<file path="src/rtl/irq_hier_pkg.sv">
package irq_hier_pkg;
  localparam int ADDR_W = 5;
  localparam int DATA_W = 8;
  localparam logic [ADDR_W-1:0] ADDR_STAT_BASE = 5'h00;
  localparam logic [ADDR_W-1:0] ADDR_OVW       = 5'h08;
  localparam logic [ADDR_W-1:0] ADDR_MISC_ST   = 5'h09;
  localparam logic [ADDR_W-1:0] ADDR_MISC_MSK  = 5'h0A;
  localparam logic [ADDR_W-1:0] ADDR_CTRL      = 5'h0B;
  localparam logic [ADDR_W-1:0] ADDR_MASK_BASE = 5'h10;
  localparam int CTRL_GLB_BIT  = 0;
  localparam int CTRL_FIFO_BIT = 1;
endpackage

</file>
<file path="src/rtl/irq_status_bank.sv">
module irq_status_bank #(
  parameter int W = 8
) (
  input  logic         clk_i,
  input  logic         rst_ni,
  input  logic [W-1:0] evt_i,
  input  logic [W-1:0] lat_en_i,
  input  logic         rd_clr_i,
  output logic [W-1:0] stat_o
);
  logic [W-1:0] st_q;
  logic [W-1:0] clr_mask;

  // only the value being returned is cleared; new events win
  assign clr_mask = rd_clr_i ? st_q : '0;

  always_ff @(posedge clk_i or negedge rst_ni) begin
    if (!rst_ni) st_q <= '0;
    else         st_q <= (st_q & ~clr_mask) | (evt_i & lat_en_i);
  end

  assign stat_o = st_q;
endmodule

</file>
<file path="src/rtl/irq_cfg_regs.sv">
module irq_cfg_regs
  import irq_hier_pkg::*;
#(
  parameter int NUM_BANKS = 8,
  parameter int BANK_W    = 8,
  localparam int NSRC     = NUM_BANKS * BANK_W
) (
  input  logic              clk_i,
  input  logic              rst_ni,
  input  logic              wr_i,
  input  logic [ADDR_W-1:0] addr_i,
  input  logic [DATA_W-1:0] wdata_i,
  output logic [NSRC-1:0]   fifo_mask_o,
  output logic [DATA_W-1:0] misc_mask_o,
  output logic              glb_en_o,
  output logic              fifo_en_o
);
  logic [DATA_W-1:0] misc_mask_q;
  logic              glb_q, fen_q;

  for (genvar b = 0; b < NUM_BANKS; b++) begin : g_mask
    logic [BANK_W-1:0] m_q;
    always_ff @(posedge clk_i or negedge rst_ni) begin
      if (!rst_ni) m_q <= '0;
      else if (wr_i && addr_i == ADDR_MASK_BASE + ADDR_W'(b)) m_q <= wdata_i[BANK_W-1:0];
    end
    assign fifo_mask_o[b*BANK_W +: BANK_W] = m_q;
  end

  always_ff @(posedge clk_i or negedge rst_ni) begin
    if (!rst_ni) begin
      misc_mask_q <= '0;
      glb_q       <= 1'b0;
      fen_q       <= 1'b0;
    end else if (wr_i) begin
      if (addr_i == ADDR_MISC_MSK) misc_mask_q <= wdata_i;
      if (addr_i == ADDR_CTRL) begin
        glb_q <= wdata_i[CTRL_GLB_BIT];
        fen_q <= wdata_i[CTRL_FIFO_BIT];
      end
    end
  end

  assign misc_mask_o = misc_mask_q;
  assign glb_en_o    = glb_q;
  assign fifo_en_o   = fen_q;
endmodule

</file>
<file path="src/rtl/irq_pin_gen.sv">
module irq_pin_gen #(
  parameter int NSRC = 64,
  parameter int MW   = 8
) (
  input  logic            clk_i,
  input  logic            rst_ni,
  input  logic [NSRC-1:0] fifo_st_i,
  input  logic [MW-1:0]   misc_st_i,
  input  logic [MW-1:0]   misc_mask_i,
  input  logic            glb_en_i,
  input  logic            fifo_en_i,
  output logic            irq_o
);
  logic irq_q;
  logic req_d;

  assign req_d = glb_en_i & ((|(misc_st_i & misc_mask_i)) | (fifo_en_i & (|fifo_st_i)));

  always_ff @(posedge clk_i or negedge rst_ni) begin
    if (!rst_ni) irq_q <= 1'b0;
    else         irq_q <= req_d;
  end

  assign irq_o = irq_q;
endmodule

</file>
<file path="src/rtl/irq_hier_ctrl.sv">
module irq_hier_ctrl
  import irq_hier_pkg::*;
#(
  parameter int NUM_BANKS = 8,
  parameter int BANK_W    = 8,
  localparam int NSRC     = NUM_BANKS * BANK_W
) (
  input  logic              clk_i,
  input  logic              rst_ni,
  input  logic [NSRC-1:0]   fifo_evt_i,
  input  logic [DATA_W-1:0] misc_evt_i,
  input  logic [ADDR_W-1:0] addr_i,
  input  logic              reg_rd_i,
  input  logic              reg_wr_i,
  input  logic [DATA_W-1:0] wdata_i,
  output logic [DATA_W-1:0] rdata_o,
  output logic              irq_o
);
  logic [NSRC-1:0]      fifo_mask;
  logic [NSRC-1:0]      fifo_st;
  logic [NUM_BANKS-1:0] ovw;
  logic [DATA_W-1:0]    misc_mask;
  logic [DATA_W-1:0]    misc_st;
  logic                 glb_en, fifo_en;
  logic                 misc_clr;
  logic [DATA_W-1:0]    rd_mux;

  irq_cfg_regs #(.NUM_BANKS(NUM_BANKS), .BANK_W(BANK_W)) u_cfg (
    .clk_i      (clk_i),
    .rst_ni     (rst_ni),
    .wr_i       (reg_wr_i),
    .addr_i     (addr_i),
    .wdata_i    (wdata_i),
    .fifo_mask_o(fifo_mask),
    .misc_mask_o(misc_mask),
    .glb_en_o   (glb_en),
    .fifo_en_o  (fifo_en)
  );

  for (genvar b = 0; b < NUM_BANKS; b++) begin : g_bank
    logic clr;
    assign clr = reg_rd_i && (addr_i == ADDR_STAT_BASE + ADDR_W'(b));
    irq_status_bank #(.W(BANK_W)) u_bank (
      .clk_i   (clk_i),
      .rst_ni  (rst_ni),
      .evt_i   (fifo_evt_i[b*BANK_W +: BANK_W]),
      .lat_en_i(fifo_mask[b*BANK_W +: BANK_W]),
      .rd_clr_i(clr),
      .stat_o  (fifo_st[b*BANK_W +: BANK_W])
    );
    assign ovw[b] = |fifo_st[b*BANK_W +: BANK_W];
  end

  assign misc_clr = reg_rd_i && (addr_i == ADDR_MISC_ST);

  // misc events latch regardless of mask
  irq_status_bank #(.W(DATA_W)) u_misc (
    .clk_i   (clk_i),
    .rst_ni  (rst_ni),
    .evt_i   (misc_evt_i),
    .lat_en_i({DATA_W{1'b1}}),
    .rd_clr_i(misc_clr),
    .stat_o  (misc_st)
  );

  irq_pin_gen #(.NSRC(NSRC), .MW(DATA_W)) u_pin (
    .clk_i      (clk_i),
    .rst_ni     (rst_ni),
    .fifo_st_i  (fifo_st),
    .misc_st_i  (misc_st),
    .misc_mask_i(misc_mask),
    .glb_en_i   (glb_en),
    .fifo_en_i  (fifo_en),
    .irq_o      (irq_o)
  );

  always_comb begin
    rd_mux = '0;
    for (int b = 0; b < NUM_BANKS; b++) begin
      if (addr_i == ADDR_STAT_BASE + ADDR_W'(b))
        rd_mux = DATA_W'(fifo_st[b*BANK_W +: BANK_W]);
      if (addr_i == ADDR_MASK_BASE + ADDR_W'(b))
        rd_mux = DATA_W'(fifo_mask[b*BANK_W +: BANK_W]);
    end
    case (addr_i)
      ADDR_OVW:      rd_mux = DATA_W'(ovw);
      ADDR_MISC_ST:  rd_mux = misc_st;
      ADDR_MISC_MSK: rd_mux = misc_mask;
      ADDR_CTRL: begin
        rd_mux = '0;
        rd_mux[CTRL_GLB_BIT]  = glb_en;
        rd_mux[CTRL_FIFO_BIT] = fifo_en;
      end
      default: ;
    endcase
  end

  assign rdata_o = reg_rd_i ? rd_mux : '0;
endmodule

</file>
<file path="config.mk">
export PLATFORM = sky130hd
export DESIGN_NAME = irq_hier_ctrl
export DESIGN_NICKNAME = d
export VERILOG_FILES = /design/src/rtl/irq_hier_pkg.sv /design/src/rtl/irq_status_bank.sv /design/src/rtl/irq_cfg_regs.sv /design/src/rtl/irq_pin_gen.sv /design/src/rtl/irq_hier_ctrl.sv
export SDC_FILE = /design/constraint.sdc
export NUM_CORES = 1
export LEC_CHECK = 0
export ABC_AREA = 0
export CORE_MARGIN = 1
export CORE_UTILIZATION = 40
export DETAILED_ROUTE_END_ITERATION = 7
export DONT_BUFFER_PORTS = 1
export GPL_ROUTABILITY_DRIVEN = 0
export GPL_TIMING_DRIVEN = 0
export PLACE_DENSITY_LB_ADDON = 0.12
export SLEW_MARGIN = 20
export SYNTH_ARGS = -nofsm -noshare
export SYNTH_HDL_FRONTEND = slang
export SYNTH_SLANG_ARGS = --single-unit
</file>
<file path="constraint.sdc">
create_clock -name clk_i -period 2.4 [get_ports clk_i]
set_input_delay 0.36 -clock clk_i [delete_from_list [all_inputs] [get_ports clk_i]]
set_output_delay 0.36 -clock clk_i [all_outputs]
set_load 0.005 [all_outputs]
</file>
# ---- Word level (Yosys, flattened, before mapping)
# Index checks and enable logic that the tools add are counted.
dict set report totals {
  reg_bits 147
  input_bits 89
  output_inout_bits 9
  wordCells 136
}
dict set report classes {
  mux 27
  bitwise 39
  reduce_logical 30
  n_eq_ne 19
}
# operator count
set op_table {}
lappend op_table {{two-way mux 8 bit} 26}
lappend op_table {{bitwise AND 8 bit} 18}
lappend op_table {{NOT 8 bit} 9}
lappend op_table {{bitwise OR 8 bit} 9}
lappend op_table {{OR reduction 8 bit} 9}
lappend op_table {{OR reduction 64 bit} 1}
lappend op_table {{== test 5 bit, second input constant} 8}
lappend op_table {{one-hot mux 8 bit (4 select lines)} 1}
lappend op_table {{== test 5 x 3 -> 1 bit, second input constant} 4}
lappend op_table {{== test 5 x 4 -> 1 bit, second input constant} 4}
lappend op_table {{logical AND 1 bit} 17}
lappend op_table {{== test 5 x 2 -> 1 bit, second input constant} 2}
lappend op_table {{== test 5 x 1 -> 1 bit, second input constant} 1}
lappend op_table {{logical NOT 5 bit} 1}
lappend op_table {{AND reduction 2 bit} 2}
lappend op_table {{bitwise AND 1 bit} 2}
lappend op_table {{bitwise OR 1 bit} 1}

# ---- Logic depth before layout (Yosys ltp)
# Gate-level depths: netlist of run 1.
dict set report depth {
  depth_word 19
  mapped_depth 7
  ltp_nobuf 5
}

# ---- By module
# From an unflattened synthesis of run 1, not the netlist that was laid out.
dict set report hier_totals {
  cells_unflattened 710
  area_unflattened_um2 7556.0
}
# module cells_per_inst seq_area_each_um2 area_each_um2 n_inst
set by_module_without_submodules {}
lappend by_module_without_submodules {irq_cfg_regs 173 1851.8 2897.8 1}
lappend by_module_without_submodules {irq_status_bank 32 200.2 300.3 9}
lappend by_module_without_submodules {irq_hier_ctrl 219 0.0 1744.2 1}
lappend by_module_without_submodules {irq_pin_gen 30 25.0 211.5 1}

# ---- Worst setup path after synthesis of run 1
# No wires, ideal clock.
dict set report synth_timing {
  path_kind {input to output}
  startpoint {in addr_i[3]}
  endpoint {out rdata_o[7]}
  required_time_ns 2.040
  n_path_buf 2
  arrival_ns 1.688
  path_stages 7
  path_slack_ns 0.352
  path_cell_list {buf_2 or4b_4 buf_6 o22ai_1 o21ai_0 a311oi_1 nor3_1}
}
dict set report synth_via {
  elab_chain_cells 19
  elab_cells_between_ends 38
  cone_classes {eq/ne (19); mux (18); reduce/logical (1)}
}
# item line
set synth_rtl {}
lappend synth_rtl {{start: declaration} irq_hier_ctrl.sv:12} ;# input logic [ADDR_W-1:0] addr_i,
lappend synth_rtl {{logical NOT 5 bit} irq_hier_ctrl.sv:80} ;# if (addr_i == ADDR_STAT_BASE + ADDR_W'(b))
lappend synth_rtl {{two-way mux 8 bit} irq_hier_ctrl.sv:80}
lappend synth_rtl {{two-way mux 8 bit} irq_hier_ctrl.sv:82} ;# if (addr_i == ADDR_MASK_BASE + ADDR_W'(b))
lappend synth_rtl {{two-way mux 8 bit} irq_hier_ctrl.sv:80}
lappend synth_rtl {{two-way mux 8 bit} irq_hier_ctrl.sv:82}
lappend synth_rtl {{two-way mux 8 bit} irq_hier_ctrl.sv:80}
lappend synth_rtl {{two-way mux 8 bit} irq_hier_ctrl.sv:82}
lappend synth_rtl {{two-way mux 8 bit} irq_hier_ctrl.sv:80}
lappend synth_rtl {{(+3 left out)} n/a}
lappend synth_rtl {{two-way mux 8 bit} irq_hier_ctrl.sv:80}
lappend synth_rtl {{two-way mux 8 bit} irq_hier_ctrl.sv:82}
lappend synth_rtl {{two-way mux 8 bit} irq_hier_ctrl.sv:80}
lappend synth_rtl {{two-way mux 8 bit} irq_hier_ctrl.sv:82}
lappend synth_rtl {{two-way mux 8 bit} irq_hier_ctrl.sv:80}
lappend synth_rtl {{two-way mux 8 bit} irq_hier_ctrl.sv:82}
lappend synth_rtl {{one-hot mux 8 bit (4 select lines) (*)} irq_hier_ctrl.sv:85} ;# case (addr_i)
lappend synth_rtl {{two-way mux 8 bit (*)} irq_hier_ctrl.sv:98} ;# assign rdata_o = reg_rd_i ? rd_mux : '0;
lappend synth_rtl {{end: declaration} irq_hier_ctrl.sv:16} ;# output logic [DATA_W-1:0] rdata_o,
# Mark *: on every way between the ends. The rest lies on a longest branch, timed or not.

# ---- Final worst setup path of run 1
dict set report layout_timing {
  startpoint {reg g_bank[0].u_bank.st_q[3]}
  endpoint {out rdata_o[0]}
}
dict set report layout_via {
  elab_chain_cells 3
}
# item line
set layout_rtl {}
lappend layout_rtl {{start: declaration} irq_status_bank.sv:11} ;# logic [W-1:0] st_q;
lappend layout_rtl {{start signal: assignment} irq_status_bank.sv:19} ;# else st_q <= (st_q & ~clr_mask) | (evt_i & lat_en_i);
lappend layout_rtl {{OR reduction 8 bit} irq_hier_ctrl.sv:51} ;# assign ovw[b] = |fifo_st[b*BANK_W +: BANK_W];
lappend layout_rtl {{one-hot mux 8 bit (4 select lines)} irq_hier_ctrl.sv:85}
lappend layout_rtl {{two-way mux 8 bit} irq_hier_ctrl.sv:98}
# No other way between the ends.

==> run summary, run 1 <==
The width of the chip was 135 microns. The synthesized netlist occupies a cell area of 7050 sq um. The worst setup path is of the reg2out kind. Critical path capture point type: a primary output. The checks that failed: negative hold slack, negative setup slack. The number of nets in the synthesized netlist is 653. Measured along the y axis, the die boundary spans 135 microns. Global routing consumed, over all layers together, 25.3% of the routing resources. In this run the worst path has a maximum fanout of 3. Max-cap violations in this run came to 0. The final critical path time including I/O delays and setup is 2.49 ns, and the fraction of the core area covered by cells at the end of the flow is 47.1%. In the routed layout, each cell is associated on average with a via count of 6.29. The share of the clock period used by the worst path after layout works out to 104%.

For this configuration, the core starts out at a cell density of 40.9%. The logs give -0.366 ns for the final worst hold slack and 2 for the number of buffers on the longest clock path. The run finished, with violations left. After floorplanning, the core was sized to cover 17200 sq um. Class of the most critical hold timing path: in2async. Of the cells placed in the final design, the portion with a size suffix greater than 1 is 30.9%.

In this run, CTS created clock tree buffers numbering 17. The critical path goes through nor4_2 -> nand2_1 -> mux4_2 -> o221ai_2 -> a21oi_2. For this run, the register share of the synthesized area comes to 52.2%. The logs give 0 for the number of antenna violations at the first check in global routing and 2.13 ns for the endpoint arrival time on the critical path. In this run, the number of DRC markers left after iteration 0 of detailed routing was 456. The delay of the slowest cell on the worst path works out to 0.53 ns. The cell type with the largest total area after synthesis is sky130_fd_sc_hd__dfrtp_1. Clock skew on the completed layout was measured at 0.00770 ns. The number of global-route vias before repair is 5267. The floorplan step defined a die boundary enclosing 18200 sq um. After detailed routing, the number of remaining DRC violations is 0. The tools report the total detailed-routing wirelength as 22100 microns. The count of final setup violators is 2, and the final layout net count is 677. The commonest cells after synthesis are sky130_fd_sc_hd__dfrtp_1, sky130_fd_sc_hd__mux2_2, sky130_fd_sc_hd__a22o_1.

In this run the static leakage power is 3.44 nW. The count of vias placed by the detailed router came out at 5198. By area the synthesized netlist is led by sky130_fd_sc_hd__dfrtp_1, sky130_fd_sc_hd__mux2_2, sky130_fd_sc_hd__a22o_1. Yosys mapped a number of flops with a built-in enable equal to 0. Mean post-synth cell area: 12.5 sq um. TritonCTS built the clock tree. The top achievable clock speed is 0.401 GHz, and the total congestion overflow after global routing is 0. The main flop type after synthesis was sky130_fd_sc_hd__dfrtp_1. Required arrival time at the worst endpoint: 2.04 ns. The clock root buffer master was sky130_fd_sc_hd__clkbuf_16. Once detailed placement completed, the half-perimeter wirelength came to 15500 microns. The leading cell type by number of instances after synthesis is sky130_fd_sc_hd__dfrtp_1. The total number of placement rows was 48.

The first global-routing pass estimated 33100 microns of wire. Yosys printed 0 warnings. Largest net degree at the start of global routing: 148. The number of top-level design ports was 98; the maximum ir drop on the vdd rail was 0.000467 V.

Setup slack of the critical path after layout: -0.0930 ns. In this run, distinct cell masters in the synthesized netlist total 43. Setup repair after global routing could not meet its margin everywhere. The number of placed instances, taps included, is 789. The power density over the cells is 853 nW/um^2, and the count of non-filler cells in the finished layout is 826.

The count of clock tree sinks came out at 147. At the later pin of the worst-skew pair, clock insertion delay measures 0.42 ns. The worst pin sits at a relative slew slack of 49.6%. The pre-antenna-repair detailed-routing pass consisted of 6 iterations. At the pin with the least slew margin, the transition time is 0.753 ns.

The logs give 0 for the antenna diode count and 564 for the cell count after synthesis. The run gives 147 as the total count of hold-check failures in the final report. STA classifies the critical path startpoint as a register.

From synthesis to final layout, the design area changed by 15.1%. The number of H-tree branching levels is 4, and the number of port buffers is 0. The clock-pin slew reported for the worst setup and hold paths after clock tree synthesis came out at 0.06 ns. For the number of routed nets with antenna violations, the log shows 0. The synthesized design contains 147 register bits. The async set or reset register ratio after synthesis works out to 100%. The completed layout was analyzed and its total power is 6.93 mW.

The routed wirelength normalized by instance count is 26.8 microns. The critical path's slowest cell is sky130_fd_sc_hd__mux4_2. Fill cells in the final layout number 1579.

The share of the synthesized area in the top cell type works out to 52.2%. The final-report max-slew violation count is 0.
cell type report:
| type | instances | area [sq um] | share of cell area, % |
|---|---|---|---|
| inverters | 3 | 11.3 | 0.139 |
| flip-flops and latches | 147 | 3680 | 45.3 |
| plain buffers | 28 | 155 | 1.91 |
| clock inverters | 13 | 135 | 1.66 |
| clock buffers | 19 | 443 | 5.46 |
| repair buffers | 5 | 37.5 | 0.462 |
| well taps | 225 | 282 | 3.47 |
| multi-input cells | 386 | 3370 | 41.6 |
layer usage:
metal | part of all wire (%) | global-route usage (%) | up-vias | routed length [microns]
met4 | 2.4 | 7.99 | 0 | 520
met2 | 46 | 38.9 | 185 | 10200
met1 | 44 | 33.8 | 2709 | 9690
met5 | 0 | 0 | - | 0
met3 | 7.7 | 8.22 | 37 | 1700
li1 | - | - | 2267 | -
through the flow:
| step | setup slack, ns | TNS, ns | instance area (sq um) |
|---|---|---|---|
| after global placement | -0.0900 | -0.307 | 7330 |
| final | -0.0930 | -0.135 | 8120 |
| after floorplan | 0.352 | 0 | 7050 |
| after detailed placement | -0.102 | -0.354 | 7330 |
| after CTS | -0.0978 | -0.193 | 7990 |
| after global routing | -0.139 | -0.284 | 8120 |
flip-flops by register name, summed over array words and instances (netlist names):
register / cells
u_misc.stat_o: 8
g_bank.u_bank.stat_o: 64
u_cfg.misc_mask_o: 8
u_cfg.fifo_en_o: 1
u_pin.irq_o: 1
u_cfg.glb_en_o: 1
u_cfg.g_mask.m_q: 64
cell usage in the layout (no fill, tap or decap), types with 6 or more instances in the layout:
master,n
sky130_fd_sc_hd__a221o_1,8
sky130_fd_sc_hd__dfrtp_1,147
sky130_fd_sc_hd__nor4_1,10
sky130_fd_sc_hd__nor2_1,6
sky130_fd_sc_hd__a21o_1,8
sky130_fd_sc_hd__o21ai_0,16
sky130_fd_sc_hd__mux2i_1,40
sky130_fd_sc_hd__buf_2,9
sky130_fd_sc_hd__a22o_1,65
sky130_fd_sc_hd__nand2_1,24
sky130_fd_sc_hd__nand4_1,10
sky130_fd_sc_hd__clkbuf_16,17
sky130_fd_sc_hd__nand3_1,15
sky130_fd_sc_hd__nor2b_1,8
sky130_fd_sc_hd__buf_4,12
sky130_fd_sc_hd__o22ai_1,13
sky130_fd_sc_hd__clkbuf_1,7
sky130_fd_sc_hd__mux2_2,94
report_power, final:
| part | total, mW | switching (mW) | leakage [nW] | internal, mW |
|---|---|---|---|---|
| registers | 3.30 | 0.378 | 1.63 | 2.92 |
| clock network | 2.62 | 1.07 | 0.271 | 1.55 |
| logic | 1.01 | 0.440 | 1.53 | 0.566 |
| total | 6.93 | 1.89 | 3.44 | 5.04 |
cells by family after synthesis:
| logic type | Yosys count | share of synthesized area (%) |
|---|---|---|
| buffers and inverters | 31 | 2.16 |
| and+or+nand+nor | 96 | 7.56 |
| muxes | 136 | 21.3 |
| AOI/OAI and AO/OA | 154 | 16.8 |
| DFF | 147 | 52.2 |
worst paths after layout:
| kind | start | end | slack (ns) | cells after the start |
|---|---|---|---|---|
| worst max-delay path | g_bank[0].u_bank.stat_o[3] | rdata_o[0] | -0.09 | 5 |
| worst min-delay path | rst_ni | g_bank[0].u_bank.stat_o[3] | -0.37 | 0 |
| max in group asynchronous | rst_ni | u_cfg.g_mask[3].m_q[4] | 2.50 | 0 |
| worst max register to register | g_bank[7].u_bank.stat_o[2] | u_pin.irq_o | 0.31 | 4 |
| min in group clk_i | misc_evt_i[1] | u_misc.stat_o[1] | 0.02 | 1 |
| worst min register to register | u_cfg.g_mask[0].m_q[3] | g_bank[0].u_bank.stat_o[3] | 0.52 | 1 |
critical path: cells and delay by family, from the launching register on:
family / cells / cell delay [ns]
multiplexers: 1 / 0.53
AO/OA/AOI/OAI: 2 / 0.28
flip-flops: 1 / 0.40
AND/OR/NAND/NOR: 2 / 0.49
what timing repair did:
action / in CTS / in global routing
endpoints found under the setup margin: 8 / 8
resized for setup: 16 / 25
endpoints found under the hold margin: 147 / 147
pin swaps: 3 / 7
buffers inserted: 2 / 3
No activity file was read; power rests on OpenSTA's default activity.
==> inputs of run 2 (changes only) <==
==> constraint.sdc (replaced) <==
create_clock -name clk_i -period 2.4 [get_ports clk_i]
set_input_delay 0.48 -clock clk_i [delete_from_list [all_inputs] [get_ports clk_i]]
set_output_delay 0.48 -clock clk_i [all_outputs]
set_load 0.005 [all_outputs]
==> run summary, run 2 (synthesized netlist as in run 1, its figures left out) <==
For the count of vias placed by the detailed router, the log shows 5210 (was 5198). Critical path's slowest cell: sky130_fd_sc_hd__mux4_2 (unchanged). The clock root buffer master was sky130_fd_sc_hd__clkbuf_16 (unchanged). The setup slack of the critical path after layout is -0.219 ns (was -0.0930 ns). The combined buffer and inverter count along the critical path came out at 0 (unchanged). Failing checks: negative hold slack, negative setup slack (unchanged). The worst-case reg-to-reg path depth is 4 (unchanged). The most common cell after layout, fill and taps aside is sky130_fd_sc_hd__dfrtp_1 (unchanged). The family with the most delay on the worst path is multiplexers (unchanged). The number of design-rule violations left by the first detailed-router iteration was 527 (was 456); the total congestion overflow after global routing was 0 (unchanged). The routed wirelength normalized by instance count is 26.8 microns (about the same). TritonCTS built the clock tree.

The logs give 17 (unchanged) for the number of CTS-inserted buffers and 5 (was 6) for the number of iterations in the first detailed-routing pass. The register area was 3680 sq um (unchanged); the number of global-route vias before repair was 5269 (was 5267). The final routed DRC violation total is 0 (unchanged). The slew at the pin closest to its max-slew limit is 0.771 ns (was 0.753 ns). The die area is 18200 sq um (unchanged). Number of port buffers: 0 (unchanged).

The run gives 4 (unchanged) as the number of H-tree branching levels. The highest fanout seen on the critical path was 3 (unchanged); the number of buffers on the longest clock path was 2 (unchanged). Power consumption: 6.99 mW (was 6.93 mW). Placeable core region: 17200 sq um (unchanged). Cells along the critical path: nor4_2 -> nand2_1 -> mux4_2 -> o221ai_2 -> a21oi_2 (unchanged).

The width of the chip was 135 microns (unchanged). The largest net degree at the start of global routing came out at 148 (unchanged). The delay of the slowest cell on the worst path came out at 0.53 ns (about the same). The via count normalized by instance count is 6.27 (was 6.29). Class of the most critical hold timing path: in2async (unchanged). For the first-pass GRT wire length, the log shows 33400 microns (was 33100 microns).

The total detailed-routing wirelength is 22200 microns (was 22100 microns), and the number of antenna violations at the first check in global routing is 0 (unchanged). The logic depth of the worst setup path including buffers is 5 (unchanged). Setup repair after global routing could not meet its margin everywhere. The tools report the sort of element at the start of the critical path as a register (unchanged).

The logs give 0 (unchanged) for the final-report max-slew violation count and 48.3% (was 49.6%) for the worst relative slew slack. The logs give 0.382 GHz (was 0.401 GHz) for the top achievable clock speed and 7.92% (was 8.22%) for the global-route met3 utilization. The most heavily used metal layer in global routing was met2 (unchanged).

The area growth from synthesis to final layout was 18.3% (was 15.1%). The max-capacitance violation count was 0 (unchanged); the worst clock skew was 0.00667 ns (was 0.00770 ns). The total number of placement rows was 48 (unchanged). The share of the clock period used by the worst path after layout came out at 109% (was 104%). The total count of hold-check failures in the final report was 147 (unchanged); the clock-pin slew reported for the worst setup and hold paths after clock tree synthesis was 0.06 ns (about the same).

The leakage power total is 3.52 nW (was 3.44 nW), and the count of non-filler cells in the finished layout is 831 (was 826). The antenna diode count is 0 (unchanged), and the required arrival time at the worst endpoint is 1.92 ns (was 2.04 ns). The final worst hold slack was -0.249 ns (was -0.366 ns); the count of final setup violators was 8 (was 2).

The maximum ir drop on the vdd rail is 0.000468 V (was 0.000467 V), and the total negative setup slack is -0.978 ns (was -0.135 ns). For the sum of net half-perimeters after detailed placement, the log shows 15500 microns (unchanged). The power density over the cells is 838 nW/um^2 (was 853 nW/um^2).

The final critical path time including I/O delays and setup was 2.62 ns (was 2.49 ns). The final layout net count came out at 682 (was 677). The run finished, with violations left. Commonest cells after routing, fill and taps aside: sky130_fd_sc_hd__dfrtp_1, sky130_fd_sc_hd__mux2_2, sky130_fd_sc_hd__a22o_1 (unchanged).

The endpoint arrival time on the critical path is 2.14 ns (was 2.13 ns), and the number of top-level design ports is 98 (unchanged). The met1 capacity usage during global routing is 34.3% (was 33.8%), and the final-layout fill cell count is 1541 (was 1579). The logs give 39.6% (was 38.9%) for the met2 usage in global routing and 3490 sq um (was 3370 sq um) for the area of the multi-input gates. The logs give 0.42 ns (about the same) for the source-to-sink clock delay at the later pin of the worst-skew pair and 0 (unchanged) for the number of routed nets with antenna violations.

The proportion of layout cells with a drive suffix above 1 is 34.8% (was 30.9%), and the initial core utilization is 40.9% (unchanged). Critical path capture point type: a primary output (unchanged). The logs give 789 (unchanged) for the cell count after placement and 147 (unchanged) for the count of clock tree sinks.

The global-route usage over all layers came out at 25.5% (was 25.3%). The critical path start-end classification is reg2out (unchanged). The height of the die is 135 microns (unchanged).
==> run 2: timing repair <==
item                       CTS  global route
resized for setup           53            30
pin swaps                    9            10
buffers inserted             2             9
setup endpoints to repair    8             8
hold endpoints to repair   147           147
==> run 2: power by group <==
part           total, mW  internal, mW  switching, mW
logic               1.07         0.601          0.469
registers           3.30          2.92          0.379
clock network       2.62          1.55           1.07
==> run 2: final cells by class <==
class | instances | area share, %
Multi-Input combinational cell | 386 | 41.8
Clock buffer | 19 | 5.31
Clock inverter | 13 | 1.62
Timing Repair Buffer | 11 | 1.05
Buffer | 27 | 2.59
Inverter | 3 | 0.135
Tap cell | 225 | 3.37
Sequential cell | 147 | 44.1
==> run 2: worst paths after layout <==
kind                                       startpoint                    endpoint  slack, ns
min reg2reg                    u_cfg.g_mask[0].m_q[3]  g_bank[0].u_bank.stat_o[3]       0.52
max in group asynchronous                      rst_ni      u_cfg.g_mask[5].m_q[4]       2.47
max reg2reg                g_bank[7].u_bank.stat_o[2]                 u_pin.irq_o       0.33
min                                            rst_ni  g_bank[0].u_bank.stat_o[3]      -0.25
max                        g_bank[0].u_bank.stat_o[3]                  rdata_o[0]      -0.22
min in group clk_i                      misc_evt_i[1]            u_misc.stat_o[1]       0.14
==> run 2: through the flow <==
step	instance area [sq um]	setup slack (ns)	hold slack, ns	util (%)
floorplan	7050	0.112	0.184	-
global placement	7330	-0.330	0.192	42.5
detailed placement	7330	-0.342	0.191	42.5
CTS	8150	-0.218	-0.258	47.3
global route	8340	-0.261	-0.268	48.4
finish	8340	-0.219	-0.249	48.4
==> run 2: layer usage <==
layer	share of wire (%)	up-vias
met3	7.6	28
met1	44	2719
li1	-	2282
met2	47	181
met5	0	-
met4	1.8	0
==> inputs of run 3 (changes only) <==
--- a/config.mk
+++ b/config.mk
@@ -6,6 +6,7 @@
 export NUM_CORES = 1
 export LEC_CHECK = 0
 export ABC_AREA = 0
+export ABC_CLOCK_PERIOD_IN_PS = 2400
 export CORE_MARGIN = 1
 export CORE_UTILIZATION = 40
 export DETAILED_ROUTE_END_ITERATION = 7
@@ -13,6 +14,7 @@
 export GPL_ROUTABILITY_DRIVEN = 0
 export GPL_TIMING_DRIVEN = 0
 export PLACE_DENSITY_LB_ADDON = 0.12
+export SKIP_CTS_REPAIR_TIMING = 1
 export SLEW_MARGIN = 20
 export SYNTH_ARGS = -nofsm -noshare
 export SYNTH_HDL_FRONTEND = slang
==> run summary, run 3 (synthesized netlist as in run 1, its figures left out) <==
Total detailed-routing wirelength: 22400 microns (was 22200 microns). Failing checks: negative hold slack, negative setup slack (unchanged). The count of clock tree sinks was 147 (unchanged).

Most common cell after layout, fill and taps aside: sky130_fd_sc_hd__dfrtp_1 (unchanged). The worst relative slew slack came out at 49.8% (was 48.3%). The run gives 3.55 nW (was 3.52 nW) as the leakage power total.

The power density over the cells was 833 nW/um^2 (was 838 nW/um^2). The total negative setup slack was -0.866 ns (was -0.978 ns); the total count of hold-check failures in the final report was 147 (unchanged). The area growth from synthesis to final layout was 19.9% (was 18.3%); the final routed DRC violation total was 0 (unchanged). The total number of placement rows is 48 (unchanged). The run gives 0 (unchanged) as the total congestion overflow after global routing.

The tools report the count of vias placed by the detailed router as 5267 (was 5210). Slew at the pin closest to its max-slew limit: 0.748 ns (was 0.771 ns). The logic depth of the worst setup path including buffers works out to 5 (unchanged). The cell area after placement was 7330 sq um (unchanged); the share of the clock period used by the worst path after layout was 108% (was 109%).

The met3 layer wire length in the routed design was 1660 microns (was 1690 microns); the final worst hold slack was -0.250 ns (was -0.249 ns). The maximum ir drop on the vdd rail is 0.000469 V (was 0.000468 V), and the width of the chip is 135 microns (unchanged). The routed wirelength normalized by instance count was 26.8 microns (about the same); the delay of the slowest cell on the worst path was 0.51 ns (was 0.53 ns).

The highest metal layer with signal wires is met4 (unchanged). Cells along the critical path: nor4_2 -> nand2_1 -> mux4_2 -> o221ai_2 -> a21oi_2 (unchanged). The via count normalized by instance count was 6.31 (was 6.27).

The run gives 5224 (was 5269) as the number of global-route vias before repair. Number of CTS-inserted buffers: 17 (unchanged). The count of final setup violators was 7 (was 8). The critical path start-end classification is reg2out (unchanged). The startpoint of the lowest-slack register-to-register path was g_bank[7].u_bank.stat_o[2] (unchanged). The final layout net count came out at 686 (was 682). The combined buffer and inverter count along the critical path came out at 0 (unchanged). Class of the most critical hold timing path: in2async (unchanged). The tools report the number of iterations in the first detailed-routing pass as 5 (unchanged).

The height of the die is 135 microns (unchanged), and the first-pass GRT wire length is 33000 microns (was 33400 microns). The number of top-level design ports was 98 (unchanged). Commonest cells after routing, fill and taps aside: sky130_fd_sc_hd__dfrtp_1, sky130_fd_sc_hd__mux2_2, sky130_fd_sc_hd__a22o_1 (unchanged). The number of H-tree branching levels is 4 (unchanged). The end of the worst register-to-register path is u_pin.irq_o (unchanged). The logs give 8450 sq um (was 8340 sq um) for the design area and 1.92 ns (about the same) for the required arrival time at the worst endpoint.

The setup slack of the most critical reg-to-reg path was 0.31 ns (was 0.33 ns). Setup repair after global routing could not meet its margin everywhere. The setup slack of the critical path after layout was -0.199 ns (was -0.219 ns); the highest fanout seen on the critical path was 3 (unchanged).

The critical path's slowest cell is sky130_fd_sc_hd__mux4_2 (unchanged). The clock-pin slew reported for the worst setup and hold paths after clock tree synthesis was 0.06 ns (about the same); the sum of net half-perimeters after detailed placement was 15500 microns (unchanged). The worst-case reg-to-reg path depth works out to 4 (unchanged). The number of routed nets with antenna violations came out at 0 (unchanged). The placeable core region came out at 17200 sq um (unchanged). Sort of element at the start of the critical path: a register (unchanged). The number of buffers on the longest clock path is 2 (unchanged), and the endpoint arrival time on the critical path is 2.12 ns (was 2.14 ns). TritonCTS built the clock tree.

The tools report the clock root buffer master as sky130_fd_sc_hd__clkbuf_16 (unchanged). The run gives 0.385 GHz (was 0.382 GHz) as the top achievable clock speed. The initial core utilization was 40.9% (unchanged); the antenna diode count was 0 (unchanged). The tools report the worst clock skew as 0.00877 ns (was 0.00667 ns).

The family with the most delay on the worst path was multiplexers (unchanged). The flow ran to the end, but the final reports show violations. The tools report the critical path capture point type as a primary output (unchanged). The global-route usage over all layers came out at 25.2% (was 25.5%).

The number of port buffers was 0 (unchanged). The start point of the critical path is g_bank[0].u_bank.stat_o[6] (was g_bank[0].u_bank.stat_o[3]). Capturing instance or port of the critical path: rdata_o[0] (unchanged).

The run gives 0 (unchanged) as the final-report max-slew violation count. Final critical path time including I/O delays and setup: 2.60 ns (was 2.62 ns). The logs give 0 (unchanged) for the number of antenna violations at the first check in global routing and 0 (unchanged) for the max-capacitance violation count.

The logs give 9790 microns (was 9690 microns) for the met1 layer wirelength in the final routing and 148 (unchanged) for the largest net degree at the start of global routing. The source-to-sink clock delay at the later pin of the worst-skew pair was 0.43 ns (was 0.42 ns); the die area was 18200 sq um (unchanged). The number of design-rule violations left by the first detailed-router iteration is 433 (was 527), and the fraction of the core area covered by cells at the end of the flow is 49.0% (was 48.4%). For the worst slack after detailed placement, the log shows -0.342 ns (unchanged).

The routed wire length on met2 is 10600 microns (was 10400 microns). The proportion of layout cells with a drive suffix above 1 was 36.9% (was 34.8%).
[run 3: cell count changes in the layout (fill, tap and decap cells not counted), sizes merged]
| cell | change |
|---|---|
| clkbuf | +3 |
| buf | +1 |
[run 3: worst min-delay path by stage]
stage | startpoint | to | slack, ns | cells after the start
CTS | rst_ni | u_cfg.g_mask[1].m_q[6] | -0.26 | 0
floorplan | rst_ni | g_bank[0].u_bank.stat_o[0] | 0.18 | 0
finish | rst_ni | g_bank[0].u_bank.stat_o[3] | -0.25 | 0
detailed placement | rst_ni | g_bank[0].u_bank.stat_o[3] | 0.19 | 0
global placement | rst_ni | g_bank[0].u_bank.stat_o[3] | 0.19 | 0
global route | rst_ni | g_bank[0].u_bank.stat_o[4] | -0.27 | 0
[run 3: final cells by class]
class	instances	area (sq um)
Multi-Input combinational cell	386	3570
Tap cell	225	282
Fill cell	1538	8780
Sequential cell	147	3680
Timing Repair Buffer	16	140
Clock inverter	13	135
Buffer	26	191
Inverter	3	11.3
Clock buffer	19	443
[run 3: metrics by stage]
| stage | std cells | total power, mW |
|---|---|---|
| after floorplan | 564 | 3.95 |
| after global placement | 789 | 4.22 |
| after detailed placement | 789 | 4.26 |
| after CTS | 821 | 6.90 |
| after global routing | 835 | 7.32 |
| final | 835 | 7.04 |
[run 3: metal layers]
layer	global-route usage [%]	up-vias
li1	-	2296
met1	33.5	2765
met2	39.2	185
met3	8.37	21
met4	7.24	0
met5	0	-
[run 3: power breakdown]
part | internal, mW | total, mW | switching [mW]
Combinational | 0.622 | 1.10 | 0.481
Sequential | 2.92 | 3.31 | 0.391
Clock | 1.55 | 2.63 | 1.07
